<file path="src/rtl/xip_pkg.sv">
// Shared types for the memory-mapped flash read engine.
// Assumes a 4-line flash interface and a frame of at most 255 SCLK cycles.
package xip_pkg;

    localparam int IO_LANES = 4;
    localparam int CYC_W    = 8;

    typedef enum logic [2:0] {
        SQ_IDLE,
        SQ_LOW,
        SQ_HIGH,
        SQ_FIN,
        SQ_ERR
    } seq_state_t;

    // Decoded form of the setup word
    typedef struct packed {
        logic [7:0] opcode;
        logic [1:0] addr_bytes;
        logic [5:0] dummy_cyc;
        logic [2:0] lanes;
        logic       active;
    } rd_cfg_t;

endpackage

</file>
<file path="src/rtl/xip_setup_decode.sv">
// Decodes the 32-bit setup word into frame parameters.
// Purely combinational. Assumes the word is stable while a request is accepted.
// Fields not used for reads (write opcode, spare bits) are ignored.
module xip_setup_decode
    import xip_pkg::*;
(
    input  logic [31:0] setup_word,
    output rd_cfg_t     cfg
);

    logic [1:0] dummy_bytes;
    logic [4:0] dummy_bits;
    logic [1:0] width_code;
    logic       unused_fields;

    assign dummy_bytes   = setup_word[11:10];
    assign dummy_bits    = setup_word[28:24];
    assign width_code    = setup_word[13:12];
    assign unused_fields = ^{setup_word[31:29], setup_word[23:14]};

    // Map the width code to a lane count and total the dummy clocks
    always_comb begin
        cfg.opcode     = setup_word[7:0];
        cfg.addr_bytes = setup_word[9:8];
        cfg.dummy_cyc  = {1'b0, dummy_bytes, 3'b000} + {1'b0, dummy_bits};
        case (width_code)
            2'd1:    cfg.lanes = 3'd2;
            2'd3:    cfg.lanes = 3'd4;
            default: cfg.lanes = 3'd1;
        endcase
        cfg.active     = |setup_word;
    end

endmodule

</file>
<file path="src/rtl/xip_frame_seq.sv">
// Runs one SPI flash read frame per accepted request.
// Mode 0: SCLK idles low, outputs change while SCLK is low, and input is
// sampled as SCLK rises. Requests are accepted only while idle. The
// configuration is latched at acceptance. Assumes DATA_W is a multiple of 8.
module xip_frame_seq
    import xip_pkg::*;
#(
    parameter int ADDR_W   = 24,
    parameter int DATA_W   = 32,
    parameter int HALF_DIV = 1
) (
    input  logic                clk,
    input  logic                rst_n,
    input  logic                map_en,
    input  rd_cfg_t             cfg_in,
    input  logic                req,
    input  logic [ADDR_W-1:0]   addr,
    input  logic [IO_LANES-1:0] io_in,
    output logic                sclk,
    output logic                cs_n,
    output logic [IO_LANES-1:0] io_out,
    output logic [IO_LANES-1:0] io_oe,
    output logic [DATA_W-1:0]   rdata,
    output logic                ready,
    output logic                err,
    output logic                busy
);

    localparam int HC_W = (HALF_DIV > 1) ? $clog2(HALF_DIV) : 1;
    localparam int NB   = DATA_W / 8;
    localparam int TX_W = 32;

    seq_state_t       state_q;
    rd_cfg_t          cfg_q;
    logic [TX_W-1:0]  tx_q;
    logic [DATA_W-1:0] rx_q;
    logic [CYC_W-1:0] cyc_q;
    logic [HC_W-1:0]  hcnt_q;
    logic             sclk_q;
    logic             cs_n_q;

    logic [23:0]      addr24;
    logic [4:0]       addr_shift;
    logic [CYC_W-1:0] addr_end;
    logic [CYC_W-1:0] dummy_end;
    logic [CYC_W-1:0] data_cyc;
    logic [CYC_W-1:0] total_cyc;
    logic             in_shift;
    logic             in_data;
    logic             half_end;
    logic             last_cyc;
    logic             unused_cfg;

    assign addr24     = 24'(addr);
    assign addr_shift = 5'd24 - {cfg_in.addr_bytes, 3'b000};
    assign unused_cfg = cfg_q.active;

    // Phase boundaries of the frame in progress
    always_comb begin
        addr_end  = 8'd8 + {3'b000, cfg_q.addr_bytes, 3'b000};
        dummy_end = addr_end + {2'b00, cfg_q.dummy_cyc};
        case (cfg_q.lanes)
            3'd4:    data_cyc = 8'(DATA_W / 4);
            3'd2:    data_cyc = 8'(DATA_W / 2);
            default: data_cyc = 8'(DATA_W);
        endcase
        total_cyc = dummy_end + data_cyc;
        in_shift  = (cyc_q < addr_end);
        in_data   = (cyc_q >= dummy_end);
        half_end  = (hcnt_q == HC_W'(HALF_DIV - 1));
        last_cyc  = (cyc_q == total_cyc - 8'd1);
    end

    // Frame state machine, SCLK generation, shifting and sampling
    always_ff @(posedge clk) begin
        if (!rst_n) begin
            state_q <= SQ_IDLE;
            cfg_q   <= '0;
            tx_q    <= '0;
            rx_q    <= '0;
            cyc_q   <= '0;
            hcnt_q  <= '0;
            sclk_q  <= 1'b0;
            cs_n_q  <= 1'b1;
        end else begin
            case (state_q)
                SQ_IDLE: begin
                    if (req) begin
                        if (map_en && cfg_in.active) begin
                            cfg_q   <= cfg_in;
                            tx_q    <= {cfg_in.opcode, addr24 << addr_shift};
                            cyc_q   <= '0;
                            hcnt_q  <= '0;
                            cs_n_q  <= 1'b0;
                            state_q <= SQ_LOW;
                        end else begin
                            rx_q    <= '0;
                            state_q <= SQ_ERR;
                        end
                    end
                end
                SQ_LOW: begin
                    if (half_end) begin
                        hcnt_q  <= '0;
                        sclk_q  <= 1'b1;
                        state_q <= SQ_HIGH;
                        if (in_data) begin
                            case (cfg_q.lanes)
                                3'd4:    rx_q <= {rx_q[DATA_W-5:0], io_in[3], io_in[2], io_in[1], io_in[0]};
                                3'd2:    rx_q <= {rx_q[DATA_W-3:0], io_in[1], io_in[0]};
                                default: rx_q <= {rx_q[DATA_W-2:0], io_in[1]};
                            endcase
                        end
                    end else begin
                        hcnt_q <= hcnt_q + HC_W'(1);
                    end
                end
                SQ_HIGH: begin
                    if (half_end) begin
                        hcnt_q <= '0;
                        sclk_q <= 1'b0;
                        if (last_cyc) begin
                            cs_n_q  <= 1'b1;
                            state_q <= SQ_FIN;
                        end else begin
                            cyc_q   <= cyc_q + 8'd1;
                            state_q <= SQ_LOW;
                            if (in_shift) begin
                                tx_q <= {tx_q[TX_W-2:0], 1'b0};
                            end
                        end
                    end else begin
                        hcnt_q <= hcnt_q + HC_W'(1);
                    end
                end
                SQ_FIN:  state_q <= SQ_IDLE;
                SQ_ERR:  state_q <= SQ_IDLE;
                default: state_q <= SQ_IDLE;
            endcase
        end
    end

    // Single-line output during opcode and address; all lines released after
    always_comb begin
        io_out = '0;
        io_oe  = '0;
        if (!cs_n_q && in_shift) begin
            io_out[0] = tx_q[TX_W-1];
            io_oe[0]  = 1'b1;
        end
    end

    // Little-endian assembly: the first byte received lands in bits 7:0
    for (genvar b = 0; b < NB; b++) begin : g_swap
        assign rdata[8*b +: 8] = rx_q[DATA_W-8-8*b +: 8];
    end

    assign sclk  = sclk_q;
    assign cs_n  = cs_n_q;
    assign ready = (state_q == SQ_FIN) || (state_q == SQ_ERR);
    assign err   = (state_q == SQ_ERR);
    assign busy  = (state_q != SQ_IDLE);

    AST_IDLE_DESELECTED: assert property (@(posedge clk) disable iff (!rst_n)
        (state_q == SQ_IDLE) |-> cs_n_q);
    AST_SCLK_ONLY_SELECTED: assert property (@(posedge clk) disable iff (!rst_n)
        cs_n_q |-> !sclk_q);
    AST_READY_PULSE: assert property (@(posedge clk) disable iff (!rst_n)
        ready |=> !ready);
    AST_ERR_NO_SELECT: assert property (@(posedge clk) disable iff (!rst_n)
        err |-> (cs_n_q && $past(cs_n_q)));
    AST_CYC_WITHIN_FRAME: assert property (@(posedge clk) disable iff (!rst_n)
        !cs_n_q |-> (cyc_q < total_cyc));
    AST_BUSY_IGNORES_REQ: assert property (@(posedge clk) disable iff (!rst_n)
        ((state_q == SQ_LOW || state_q == SQ_HIGH) && req) |=> (state_q != SQ_ERR));

endmodule

</file>
<file path="src/rtl/xip_pin_mux.sv">
// Selects the flash pin owner: the read engine or the command path.
// Purely combinational. The caller keeps the engine selected while a
// frame is in progress, so a switch change takes effect between frames.
module xip_pin_mux
    import xip_pkg::*;
(
    input  logic                sel_eng,
    input  logic                eng_sclk,
    input  logic                eng_cs_n,
    input  logic [IO_LANES-1:0] eng_io_out,
    input  logic [IO_LANES-1:0] eng_io_oe,
    input  logic                cmd_sclk,
    input  logic                cmd_cs_n,
    input  logic [IO_LANES-1:0] cmd_io_out,
    input  logic [IO_LANES-1:0] cmd_io_oe,
    output logic                fl_sclk,
    output logic                fl_cs_n,
    output logic [IO_LANES-1:0] fl_io_out,
    output logic [IO_LANES-1:0] fl_io_oe
);

    assign fl_sclk = sel_eng ? eng_sclk : cmd_sclk;
    assign fl_cs_n = sel_eng ? eng_cs_n : cmd_cs_n;

    // One selector per IO lane
    for (genvar l = 0; l < IO_LANES; l++) begin : g_lane
        assign fl_io_out[l] = sel_eng ? eng_io_out[l] : cmd_io_out[l];
        assign fl_io_oe[l]  = sel_eng ? eng_io_oe[l]  : cmd_io_oe[l];
    end

endmodule

</file>
<file path="src/rtl/xip_read_engine.sv">
// Top of the memory-mapped flash read engine.
// Decodes the setup word, runs read frames, and shares the flash pins with
// the command path. Assumes bus_req is a strobe and that the requester
// waits for bus_ready before issuing the next read.
module xip_read_engine
    import xip_pkg::*;
#(
    parameter int ADDR_W   = 24,
    parameter int HALF_DIV = 1
) (
    input  logic              clk,
    input  logic              rst_n,
    input  logic              map_en,
    input  logic [31:0]       setup_word,
    input  logic              bus_req,
    input  logic [ADDR_W-1:0] bus_addr,
    output logic [31:0]       bus_rdata,
    output logic              bus_ready,
    output logic              bus_err,
    input  logic              cmd_sclk,
    input  logic              cmd_cs_n,
    input  logic [3:0]        cmd_io_out,
    input  logic [3:0]        cmd_io_oe,
    output logic              fl_sclk,
    output logic              fl_cs_n,
    output logic [3:0]        fl_io_out,
    output logic [3:0]        fl_io_oe,
    input  logic [3:0]        fl_io_in
);

    rd_cfg_t    cfg;
    logic       eng_sclk;
    logic       eng_cs_n;
    logic [3:0] eng_io_out;
    logic [3:0] eng_io_oe;
    logic       eng_busy;

    xip_setup_decode u_decode (
        .setup_word (setup_word),
        .cfg        (cfg)
    );

    xip_frame_seq #(
        .ADDR_W   (ADDR_W),
        .DATA_W   (32),
        .HALF_DIV (HALF_DIV)
    ) u_seq (
        .clk    (clk),
        .rst_n  (rst_n),
        .map_en (map_en),
        .cfg_in (cfg),
        .req    (bus_req),
        .addr   (bus_addr),
        .io_in  (fl_io_in),
        .sclk   (eng_sclk),
        .cs_n   (eng_cs_n),
        .io_out (eng_io_out),
        .io_oe  (eng_io_oe),
        .rdata  (bus_rdata),
        .ready  (bus_ready),
        .err    (bus_err),
        .busy   (eng_busy)
    );

    xip_pin_mux u_mux (
        .sel_eng    (map_en | eng_busy),
        .eng_sclk   (eng_sclk),
        .eng_cs_n   (eng_cs_n),
        .eng_io_out (eng_io_out),
        .eng_io_oe  (eng_io_oe),
        .cmd_sclk   (cmd_sclk),
        .cmd_cs_n   (cmd_cs_n),
        .cmd_io_out (cmd_io_out),
        .cmd_io_oe  (cmd_io_oe),
        .fl_sclk    (fl_sclk),
        .fl_cs_n    (fl_cs_n),
        .fl_io_out  (fl_io_out),
        .fl_io_oe   (fl_io_oe)
    );

endmodule

</file>
<file path="config.mk">
export PLATFORM = sky130hd
export DESIGN_NAME = xip_read_engine
export DESIGN_NICKNAME = d
export VERILOG_FILES = /design/src/rtl/xip_pkg.sv /design/src/rtl/xip_setup_decode.sv /design/src/rtl/xip_frame_seq.sv /design/src/rtl/xip_pin_mux.sv /design/src/rtl/xip_read_engine.sv
export SDC_FILE = /design/constraint.sdc
export NUM_CORES = 1
export LEC_CHECK = 0
export BUFFER_PORTS_ARGS = -buffer_cell sky130_fd_sc_hd__buf_4
export CORE_MARGIN = 5
export CORE_UTILIZATION = 59
export CTS_BUF_LIST = sky130_fd_sc_hd__clkbuf_16
export DETAILED_ROUTE_END_ITERATION = 10
export PLACE_DENSITY = 0.83
export SYNTH_ARGS = -nofsm -noshare
export SYNTH_HDL_FRONTEND = slang
export SYNTH_HIERARCHICAL = 1
export SYNTH_SLANG_ARGS = --single-unit
</file>
<file path="constraint.sdc">
create_clock -name clk -period 9.4 [get_ports clk]
set_input_delay 0 -clock clk [delete_from_list [all_inputs] [get_ports clk]]
set_output_delay 0 -clock clk [all_outputs]
set_load 0.02 [all_outputs]
</file>
After elaboration in Yosys (flattened, before gate mapping). Index checks and enable logic that the tools add are counted. Widths: inputs -> output; s select.

Output and inout bits: 44. Input port bits: 74. Bits in registers: 89. Logic and storage cells: 107.

Shifts and indexed selects: 1. Eq/ne operators: 18. Mux-type cells: 47. $lt $le $gt $ge: 2. $add $sub $neg: 8. Reduce and logical (&&, ||, !) cells: 20. Bitwise logic cells: 1.

Operators by type and width (count): $mux 32 (9); $pmux 32 s2 (3); $mux 8 (4); $reduce_or 32->1 (1); $shl 24x5->24 (1); $mux 1 (19); $add 8x6->8 (2); $pmux 8 s2 (1); $reduce_and 5->1 (3); $mux 3 (4); $pmux 6 s2 (1); $reduce_and 3->1 (4); $ne 2x2->1 const B (5); $eq 3x2->1 const B (3); $pmux 3 s3 (1); $add 8x1->8 const B (1); $eq 8x8->1 (1); $ge 8x8->1 (1); $lt 8x8->1 (1); $ne 2x1->1 const B (4); $reduce_bool 2->1 (4); $sub 8x1->8 const B (1); $add 4x5->6 const A (1); $add 5x5->6 (1); 17 further kinds (21).

Depth between registers and ports, before layout. Gate-level depths: netlist of run 1.

Depth after elaboration: 8. Gate-level depth with buffers: 16. Mapped depth without buffers: 14.

Modules after synthesis. The synthesis of run 1 kept the hierarchy.

By module, submodules not included: xip_frame_seq (cells an instance 593, instances 1, seq. area each 1761.7 µm², area each 5018.6 µm²); xip_setup_decode (cells an instance 34, instances 1, seq. area each 0.0 µm², area each 239.0 µm²); xip_pin_mux (cells an instance 11, instances 1, seq. area each 0.0 µm², area each 161.4 µm²); xip_read_engine (cells an instance 1, instances 1, seq. area each 0.0 µm², area each 6.3 µm²).

Worst setup path after synthesis of run 1. OpenSTA, ideal clock, no wires.

Kind: register to register. From: reg u_seq/cfg_q[3] (netlist name). To: reg u_seq.cyc_q[3]. Data arrival time: 3.450 ns. Clock period less this slack: 3.520 ns. Setup slack: 5.880 ns. Library setup time: 0.070 ns. Buffers on the path: 2. Stages on the path, launching flop included: 15. Cell sequence: dfxtp_1 nor3b_1 clkbuf_1 inv_1 ha_1 inv_1 ha_1 nand2b_1 a211oi_1 o211a_2 nor4_4 and2_1 buf_6 or4_1 a21oi_1.

Longest elaborated chain between the ends: 7.

Ends and longest elaborated chain: from (decl) (line xip_frame_seq.sv:34) `rd_cfg_t cfg_q;`; from (signal assigned) (line xip_frame_seq.sv:90) `cfg_q <= cfg_in;`; $eq 3x2->1 or $eq 3x3->1 (tied branches) (line xip_frame_seq.sv:62) `case (cfg_q.lanes)`; $pmux 6 s2 * (line xip_frame_seq.sv:62); $add 8x6->8 * (line xip_frame_seq.sv:67) `total_cyc = dummy_end + data_cyc;`; $sub 8x1->8 * (line xip_frame_seq.sv:71) `last_cyc = (cyc_q == total_cyc - 8'd1);`; $eq 8x8->1 * (line xip_frame_seq.sv:71); $ne 2x2->1 (no source line) *; $reduce_and 5->1 (no source line) *; to (signal assigned) (line xip_frame_seq.sv:126) `cyc_q <= cyc_q + 8'd1;`; to (decl) (line xip_frame_seq.sv:37) `logic [CYC_W-1:0] cyc_q;`.

Every way passes the cells marked *; elsewhere a longest branch is shown, timed or not. A chain may end at the register's enable or synchronous reset.

Worst setup path after layout of run 1.
From: reg u_seq/cfg_q[2] (netlist name). To: reg u_seq.tx_q[12].

Longest elaborated chain between the ends: 7.

Ends and longest elaborated chain: $eq 3x2->1 or $eq 3x3->1 (tied branches) (line xip_frame_seq.sv:62); $pmux 6 s2 * (line xip_frame_seq.sv:62); $add 8x6->8 * (line xip_frame_seq.sv:67); $sub 8x1->8 * (line xip_frame_seq.sv:71); $eq 8x8->1 * (line xip_frame_seq.sv:71); $ne 2x2->1 (no source line) *; $reduce_and 6->1 (no source line) *; to (signal assigned) (line xip_frame_seq.sv:91) `tx_q <= {cfg_in.opcode, addr24 << addr_shift};`; to (signal assigned) (line xip_frame_seq.sv:129) `tx_q <= {tx_q[TX_W-2:0], 1'b0};`; to (decl) (line xip_frame_seq.sv:35) `logic [TX_W-1:0] tx_q;`.

Marked as above.

==> results of run 1 <==
[critical path, cell delays in order, from the launching register on]
cell and delay, ps:
dfxtp_1 340, nor3b_2 160, buf_4 240, nor2_2 950, xor2_1 190, ha_1 420
nand2_1 70, a211oi_1 390, o211a_2 270, nor4_4 70, o211ai_4 150, buf_4 490
nor2_1 90, a211oi_1 260
[per-stage QoR]
stage | util | hold WS, ps
CTS | 0.721 | 7.23
floorplan | - | 146
global route | 0.721 | 53.6
finish | 0.721 | 3.76
global placement | 0.680 | 293
detailed placement | 0.680 | 296
[synthesized netlist by cell type, types with 4 or more instances]
library cell | n | share of area
xnor2_1 | 7 | 0.011
nand3_1 | 7 | 0.0065
a211oi_1 | 11 | 0.015
o21ai_0 | 10 | 0.0092
mux2i_1 | 32 | 0.059
and2_1 | 4 | 0.0046
a22oi_1 | 8 | 0.011
a21oi_1 | 57 | 0.053
nor3_1 | 6 | 0.0055
nor4_1 | 7 | 0.0081
and3_1 | 5 | 0.0058
xor2_1 | 4 | 0.0065
mux2_2 | 8 | 0.017
nand2_1 | 61 | 0.042
dfxtp_1 | 88 | 0.32
nand4_1 | 6 | 0.0069
a221oi_1 | 8 | 0.013
inv_1 | 24 | 0.017
a21o_1 | 6 | 0.0083
clkbuf_1 | 34 | 0.024
mux2_4 | 10 | 0.028
buf_4 | 20 | 0.028
a22o_1 | 37 | 0.060
nor2_1 | 72 | 0.050
o2bb2ai_1 | 30 | 0.048
ha_1 | 22 | 0.051
[final cells by class]
type / count / area [µm²] / area share
clock inverter: 7 / 70.1 / 0.0107
tap: 111 / 139 / 0.0212
sequential: 88 / 1760 / 0.268
multi-input combinational: 469 / 3280 / 0.500
inverter: 25 / 93.8 / 0.0143
timing repair buffer: 130 / 993 / 0.151
clock buffer: 9 / 225 / 0.0343
[logic make-up (layout without fill, tap and decap cells)]
kind of cell	after synthesis	count (layout)	synth area share
buffers and inverters	87	171	0.0786
AO/OA/AOI/OAI	188	188	0.252
XOR/XNOR	11	11	0.0178
flip-flops	88	88	0.325
other	1	6	0.000691
multiplexers	50	50	0.103
adder cells (fa/ha/maj)	25	25	0.0618
AND/OR/NAND/NOR	189	189	0.161
[power groups by stage]
stage                     combinational [mW]  sequential (mW)  clock [mW]
final                                  0.192            0.395       0.358
after floorplan                        0.135            0.400           0
after detailed placement               0.186            0.403           0
after global routing                   0.210            0.397       0.379
after CTS                              0.190            0.395       0.357
after global placement                 0.179            0.403           0
[state kept, by name (all words and copies together), names as in the netlist]
name and cells:
u_seq/cfg_q 11, u_seq/cs_n 1, u_seq/cyc_q 8, u_seq/rx_q 32
u_seq/sclk 1, u_seq/state_q 3, u_seq/tx_q 32
[routing by layer]
| metal | wire length [µm] | vias to the layer above |
|---|---|---|
| li1 | - | 2464 |
| met1 | 5880 | 2413 |
| met2 | 6870 | 202 |
| met3 | 950 | 25 |
| met4 | 236 | 0 |
| met5 | 0 | - |
[timing repair]
item                      4_1_cts  5_1_grt
gates resized for setup         0        0
hold endpoints to repair        9        0
setup buffers                   0        0
hold buffers                    7        0
[worst min-delay path by stage]
stage | start | end | slack, ps | depth (start not counted)
after floorplan | rst_n | u_seq/state_q[2]$_SDFFE_PN0P_ | 150 | 1
after CTS | setup_word[6] | u_seq/tx_q[30]$_SDFFE_PN0P_ | 7 | 5
after global placement | bus_addr[0] | u_seq/tx_q[0]$_SDFFE_PN0P_ | 290 | 3
after global routing | setup_word[2] | u_seq/tx_q[26]$_SDFFE_PN0P_ | 50 | 5
after detailed placement | bus_addr[0] | u_seq/tx_q[0]$_SDFFE_PN0P_ | 300 | 3
final | setup_word[6] | u_seq/tx_q[30]$_SDFFE_PN0P_ | 4 | 5
==> qor.txt, run 1 <==
Status: complete, no violations
RSZ-0062 raised after global routing: no
Die width: 106 µm
PD cells: 144 nW/µm²
Die area: 11,200 µm²
Int Pwr: 0.661 mW
Height of the die: 106 µm
Initial DRC count: 287
Slew margin rel.: 0.205
Placed Instances: 816
EDFF count, synth: 0
Worst setup margin: 5180 ps
Clk_lat worst skew: 350 ps
Clock buffer depth: 2
Setup-failing EPs final: 0
Final slew viol count: 0
FMAX: 237 MHz
Critical Path AT: 4480 ps
Gr busiest metal: met2
Largest net degree at the start of global routing: 45
DRC violations left: 0
Mapped cell area: 5430 µm²
Std cell rows: 35
Commonest non-fill, non-tap cell in the layout: buf_4
Drt pass-1 iters: 5
Initial antenna violation count: 0
Initial Util: 0.596
Cells on worst reg2reg path: 13
CP startpoint: u_seq/cfg_q[2]$_SDFFE_PN0P_
Reg power frac: 0.418
Ports: 118
Hold Crit Class: in2reg
M1 GR Usage: 0.325
Crit Reg-Reg Startpoint: u_seq/cfg_q[2]$_SDFFE_PN0P_
GRT Total Usage: 0.251
Crit start category: register
Fin crit share: 0.449
Gr ovfl total: 0
Setup Skew: 9.50 ps
Net Switching: 0.284 mW
Endpoints failing hold: 0
Place WS: 5230 ps
Final WL: 13,900 µm
Worst setup path class: reg2reg
Most frequent cells in the layout: buf_4 (123), dfxtp_1 (88), nor2_1 (71), nand2_1 (61), a21oi_1 (56)
Static Leak: 2.78 nW
GR Util met2: 0.422
Fillers: 689
# nets final: 822
Post-DRT Antenna Nets: 0
Synth Flop Type: dfxtp_1
Design Power: 0.945 mW
Share of layout cells above drive strength 1: 0.239
Setup TNS: 0 ps
RePlAce Congestion: 0.883
FFs w/ async S/R, synth: 0
Vias in the first global route: 4,975
Critical Path Sink Type: register
Vias/cell: 6.08
FF-to-FF setup slack: 5180 ps
Register area share after synthesis: 0.325
Maximum VDD drop: 0.0000827 V
Combinational group share of total power: 0.203
Clock power frac: 0.379
Area Growth Syn to Fin: 21.0%
Worst-path maximum fanout: 39
Port bufs: 117
Detail Placement HPWL: 9760 µm
Root Driver: clkbuf_16
TritonCTS Buffers: 9
Post-Syn Area per Cell: 8.49 µm²
Met3 usage: 0.0449
Routed length per instance: 16.6 µm
Design Area, Final: 6560 µm²
Clock sink total: 88
# diodes: 0
Required time of the critical path: 9660 ps
Synth warnings: 6
Post-route minimum period: 4220 ps
Crit path capture: u_seq/tx_q[12]$_SDFFE_PN0P_
Clock Pin Slew Worst Setup and Hold Paths: 70 ps
Core Footprint: 9110 µm²
Cell variety after synth: 61
First-pass GRT wire length: 23,500 µm
Area after DPL: 6200 µm²
Vias: 5,104
Sw Share: 0.300
CTS tree: built
RR Endpoint: u_seq/tx_q[12]$_SDFFE_PN0P_
#FFs+latches synth: 88
Maxcap violations: 0
Worst slew pin tran: 1190 ps
Mapped Cells: 639
CTS HTree Levels: 3
Post-route insts no fill: 839
Note: power is estimated with default switching activity, not from simulation.
==> run 2, diff against run 1 <==
--- a/config.mk
+++ b/config.mk
@@ -7,10 +7,10 @@
 export LEC_CHECK = 0
 export BUFFER_PORTS_ARGS = -buffer_cell sky130_fd_sc_hd__buf_4
 export CORE_MARGIN = 5
-export CORE_UTILIZATION = 59
+export CORE_UTILIZATION = 55
 export CTS_BUF_LIST = sky130_fd_sc_hd__clkbuf_16
 export DETAILED_ROUTE_END_ITERATION = 10
-export PLACE_DENSITY = 0.83
+export PLACE_DENSITY = 0.78
 export SYNTH_ARGS = -nofsm -noshare
 export SYNTH_HDL_FRONTEND = slang
 export SYNTH_HIERARCHICAL = 1
==> constraint.sdc (replaced) <==
create_clock -name clk -period 3.9 [get_ports clk]
set_input_delay 0 -clock clk [delete_from_list [all_inputs] [get_ports clk]]
set_output_delay 0 -clock clk [all_outputs]
set_load 0.02 [all_outputs]
==> qor.txt, run 2 (synthesis gave the netlist of run 1 again) <==
CP delay by family, top: adder cells
Clock sink total: 88
Post-CTS Setup Inserts: 0
Reg power frac: 0.420
FF-to-FF setup slack: 90 ps
Critical Path AT: 4030 ps
Critical path's largest stage delay: 540 ps
Vias in the first global route: 4,746
Routed length per instance: 16.5 µm
Gr ovfl total: 0
# nets final: 827
PD cells: 340 nW/µm²
Clock Pin Slew Worst Setup and Hold Paths: 70 ps
Slowest library cell on the worst path: nor4_4
Initial antenna violation count: 0
FMAX: 263 MHz
Net Switching: 0.672 mW
RePlAce Congestion: 0.876
TritonCTS Buffers: 9
Sw Share: 0.296
Port bufs: 117
First-pass GRT wire length: 22,700 µm
Area Growth Syn to Fin: 23.0%
Maximum VDD drop: 0.000239 V
Worst-path maximum fanout: 16
Setup TNS: 0 ps
Largest net degree at the start of global routing: 40
Core Footprint: 9680 µm²
DRC violations left: 0
Worst setup path class: reg2reg
Setup Skew: 8.53 ps
Root Driver: clkbuf_16
Status: complete, no violations
Crit-path most repeated cell: ha_1
RSZ-0062 raised after global routing: no
Std cell rows: 36
Post-route minimum period: 3810 ps
Design Area, Final: 6670 µm²
Clock power frac: 0.368
Ports: 118
Drt pass-1 iters: 4
Slew margin rel.: 0.319
Crit start category: register
Initial Util: 0.560
Critical Path Sink Type: register
Buf/Inv on CP: 3
Final slew viol count: 0
Fin crit share: 0.977
Initial DRC count: 326
Int Pwr: 1.60 mW
Commonest non-fill, non-tap cell in the layout: buf_4
Largest regs: u_seq/rx_q (32), u_seq/tx_q (32), u_seq/cfg_q (11)
Static Leak: 2.82 nW
Multi-input logic area: 3300 µm²
Die area: 11,900 µm²
Most frequent cells in the layout: buf_4 (125), dfxtp_1 (88), nor2_1 (71), nand2_1 (61), a21oi_1 (56)
CTS tree: built
GRT Total Usage: 0.236
Vias: 5,090
Storage cell area: 1760 µm²
Endpoints failing hold: 0
Clk_lat worst skew: 340 ps
# diodes: 0
Worst slew pin tran: 1020 ps
Combinational group share of total power: 0.212
Setup-failing EPs final: 0
Maxcap violations: 0
Vias/cell: 5.88
Cell Chain, Critical Path: ha_1, fa_1, inv_1, ha_1, inv_1, ha_1, xor2_1, a21o_1, nand4_1, nor4_4, o211ai_4, buf_12, mux2i_1, nor2_1
Die width: 109 µm
Height of the die: 109 µm
CTS HTree Levels: 3
Required time of the critical path: 4120 ps
Final WL: 14,300 µm
Hold Crit Class: in2reg
Clock buffer depth: 2
Share of layout cells above drive strength 1: 0.247
Detail Placement HPWL: 10,200 µm
Area after DPL: 6260 µm²
Post-DRT Antenna Nets: 0
Fillers: 795
## run 2: worst paths after layout
kind                                     start                           to  cells after the start
setup / recovery  u_seq/cfg_q[10]$_SDFFE_PN0P_  u_seq/tx_q[22]$_SDFFE_PN0P_                     14
hold / removal                   setup_word[5]  u_seq/tx_q[29]$_SDFFE_PN0P_                      5
setup reg to reg  u_seq/cfg_q[10]$_SDFFE_PN0P_  u_seq/tx_q[22]$_SDFFE_PN0P_                     14
hold reg to reg    u_seq/rx_q[31]$_SDFFE_PN0P_  u_seq/rx_q[31]$_SDFFE_PN0P_                      1
## run 2: area by class of cell
class / instances / area share
clock buffers: 9 / 0.0337
well taps: 133 / 0.0249
multi-input cells: 469 / 0.494
clock inverters: 7 / 0.00975
repair buffers: 135 / 0.159
flip-flops and latches: 88 / 0.264
inverters: 25 / 0.0141
## run 2: through the flow
step                      total power [mW]  setup slack (ps)  hold WS, ps   util  std cells
after floorplan                       1.29               380          146      -        644
after global placement                1.41               245          264  0.647        841
after detailed placement              1.43              62.8          270  0.647        841
after CTS                             2.27              47.7         5.68  0.685        865
after global routing                  2.37              29.7         34.0  0.689        866
final                                 2.27              90.8         13.3  0.689        866
## run 2: power groups by stage
stage,registers [mW],logic (mW),clock network (mW)
after floorplan,0.964,0.327,0
final,0.953,0.482,0.835
after CTS,0.952,0.466,0.850
after detailed placement,0.972,0.456,0
after global routing,0.956,0.525,0.889
after global placement,0.971,0.440,0
## run 2: repair_timing
item | CTS | global route
resized for setup | 0 | 4
hold buffers | 8 | 0
hold endpoints to repair | 10 | 0
setup endpoints to repair | 0 | 32
## run 2: worst min-delay path: cells and delay by family
family | cells | cell delay, ps
simple gates | 3 | 170
mux | 1 | 60
buf+inv | 1 | 80
## run 2: layer usage
metal,vias up,part of all wire,wire [µm],global-route usage
met5,-,0,0,0
met4,0,0.0066,95,0.0668
met3,8,0.057,813,0.0276
met2,162,0.51,7330,0.418
met1,2443,0.42,6060,0.305
li1,2477,-,-,-
==> run 3, diff against run 2 <==
--- a/config.mk
+++ b/config.mk
@@ -6,8 +6,10 @@
 export NUM_CORES = 1
 export LEC_CHECK = 0
 export BUFFER_PORTS_ARGS = -buffer_cell sky130_fd_sc_hd__buf_4
+export CELL_PAD_IN_SITES_DETAIL_PLACEMENT = 0
+export CELL_PAD_IN_SITES_GLOBAL_PLACEMENT = 1
 export CORE_MARGIN = 5
-export CORE_UTILIZATION = 55
+export CORE_UTILIZATION = 41
 export CTS_BUF_LIST = sky130_fd_sc_hd__clkbuf_16
 export DETAILED_ROUTE_END_ITERATION = 10
 export PLACE_DENSITY = 0.78
==> qor.txt, run 3 (synthesis gave the netlist of run 1 again) <==
Status: complete, no violations
Clock sink total: 88
Largest regs: u_seq/rx_q (32), u_seq/tx_q (32), u_seq/cfg_q (11)
Top layer in use: met4
# nets final: 830
Port bufs: 117
Design Area, Final: 6750 µm²
Vias/cell: 5.46
DRC violations left: 0
Static Leak: 2.82 nW
Final slew viol count: 0
Clock buffer depth: 2
Die area: 15,600 µm²
Std cell rows: 42
Clk_lat worst skew: 340 ps
# diodes: 0
GRT Total Usage: 0.180
Gr ovfl total: 0
Initial Util: 0.415
RSZ-0062 raised after global routing: no
Height of the die: 125 µm
Most frequent cells in the layout: buf_4 (128), dfxtp_1 (88), nor2_1 (71), nand2_1 (61), a21oi_1 (56)
Clock Pin Slew Worst Setup and Hold Paths: 60 ps
First-pass GRT wire length: 23,700 µm
CTS tree: built
Post-route minimum period: 3670 ps
Die width: 125 µm
Commonest non-fill, non-tap cell in the layout: buf_4
Fin crit share: 0.941
Routed met1 length: 6680 µm
Multi-input logic area: 3310 µm²
Core Footprint: 13,100 µm²
Slew margin rel.: 0.418
Fillers: 1,250
Vias: 4,977
Setup-failing EPs final: 0
Post-DRT Antenna Nets: 0
Setup TNS: 0 ps
Storage cell area: 1760 µm²
Met2 routed WL: 6930 µm
Routed length per instance: 15.9 µm
Detail Placement HPWL: 10,600 µm
Drt pass-1 iters: 8
Worst slew pin tran: 871 ps
Largest net degree at the start of global routing: 41
FMAX: 273 MHz
Ports: 118
Vias in the first global route: 4,955
Hold Crit Class: in2reg
TritonCTS Buffers: 9
Root Driver: clkbuf_16
Share of layout cells above drive strength 1: 0.249
Endpoints failing hold: 0
Initial antenna violation count: 0
Required time of the critical path: 4170 ps
RePlAce Congestion: 0.821
Met3 wire length: 651 µm
Crit start category: register
CTS HTree Levels: 3
Final WL: 14,500 µm
Maximum VDD drop: 0.000179 V
Initial DRC count: 273
Setup Skew: 9.48 ps
Area after DPL: 6340 µm²
Area Growth Syn to Fin: 24.4%
Critical Path AT: 3930 ps
Worst-path maximum fanout: 7
PD cells: 340 nW/µm²
Critical Path Sink Type: register
Maxcap violations: 0
Worst setup path class: reg2reg
==> run 3: final cells by class <==
cell class | count | share of cell area
Clock buffer | 9 | 0.0334
Sequential cell | 88 | 0.261
Clock inverter | 7 | 0.0104
Inverter | 25 | 0.0139
Tap cell | 176 | 0.0326
Timing Repair Buffer | 138 | 0.159
Multi-Input combinational cell | 469 | 0.490
==> run 3: report_power, final <==
part | internal [mW] | switching, mW
Sequential | 0.930 | 0.0225
Combinational | 0.220 | 0.254
Clock | 0.497 | 0.369
Total | 1.65 | 0.646
==> run 3: worst paths after layout <==
check	startpoint	end	slack (ps)	depth (start not counted)
setup / recovery	u_seq/cfg_q[10]$_SDFFE_PN0P_	u_seq/cyc_q[3]$_SDFFE_PN0P_	230	14
hold reg to reg	u_seq/cfg_q[11]$_SDFFE_PN0P_	u_seq/cfg_q[11]$_SDFFE_PN0P_	460	2
hold / removal	setup_word[6]	u_seq/tx_q[30]$_SDFFE_PN0P_	10	5
setup reg to reg	u_seq/cfg_q[10]$_SDFFE_PN0P_	u_seq/cyc_q[3]$_SDFFE_PN0P_	230	14
==> run 3: repair_timing <==
action,CTS,global route
endpoints found under the hold margin,10,0
setup endpoints to repair,0,32
setup buffers,0,1
hold buffers,8,0
gates resized for setup,0,6
==> run 3: worst max-delay path, cell delays in order, from the launching register on <==
cell      delay (ps)
dfxtp_1          340
ha_1             360
fa_1             520
inv_1             60
ha_1             270
inv_1             40
ha_1             310
nor2_1            80
a211oi_2         320
o211a_2          250
nor4_4            50
buf_4            160
and2_1           200
or4_1            500
a21oi_1          150
==> run 3: routing by layer <==
layer  global-route usage  vias to the layer above
li1                     -                     2482
met1                0.231                     2365
met2                0.305                      118
met3               0.0409                       12
met4               0.0523                        0
met5                    0                        -
==> run 3: through the flow <==
stage / power [mW] / hold slack (ps) / cells / utilization / worst slack [ps]
after floorplan: 1.29 / 146 / 644 / - / 380
after global placement: 1.42 / 275 / 887 / 0.484 / 165
after detailed placement: 1.43 / 277 / 887 / 0.484 / 39.5
after CTS: 2.31 / 2.49 / 911 / 0.513 / 9.21
after global routing: 2.41 / 20.1 / 912 / 0.516 / 28.9
final: 2.29 / 14.2 / 912 / 0.516 / 232
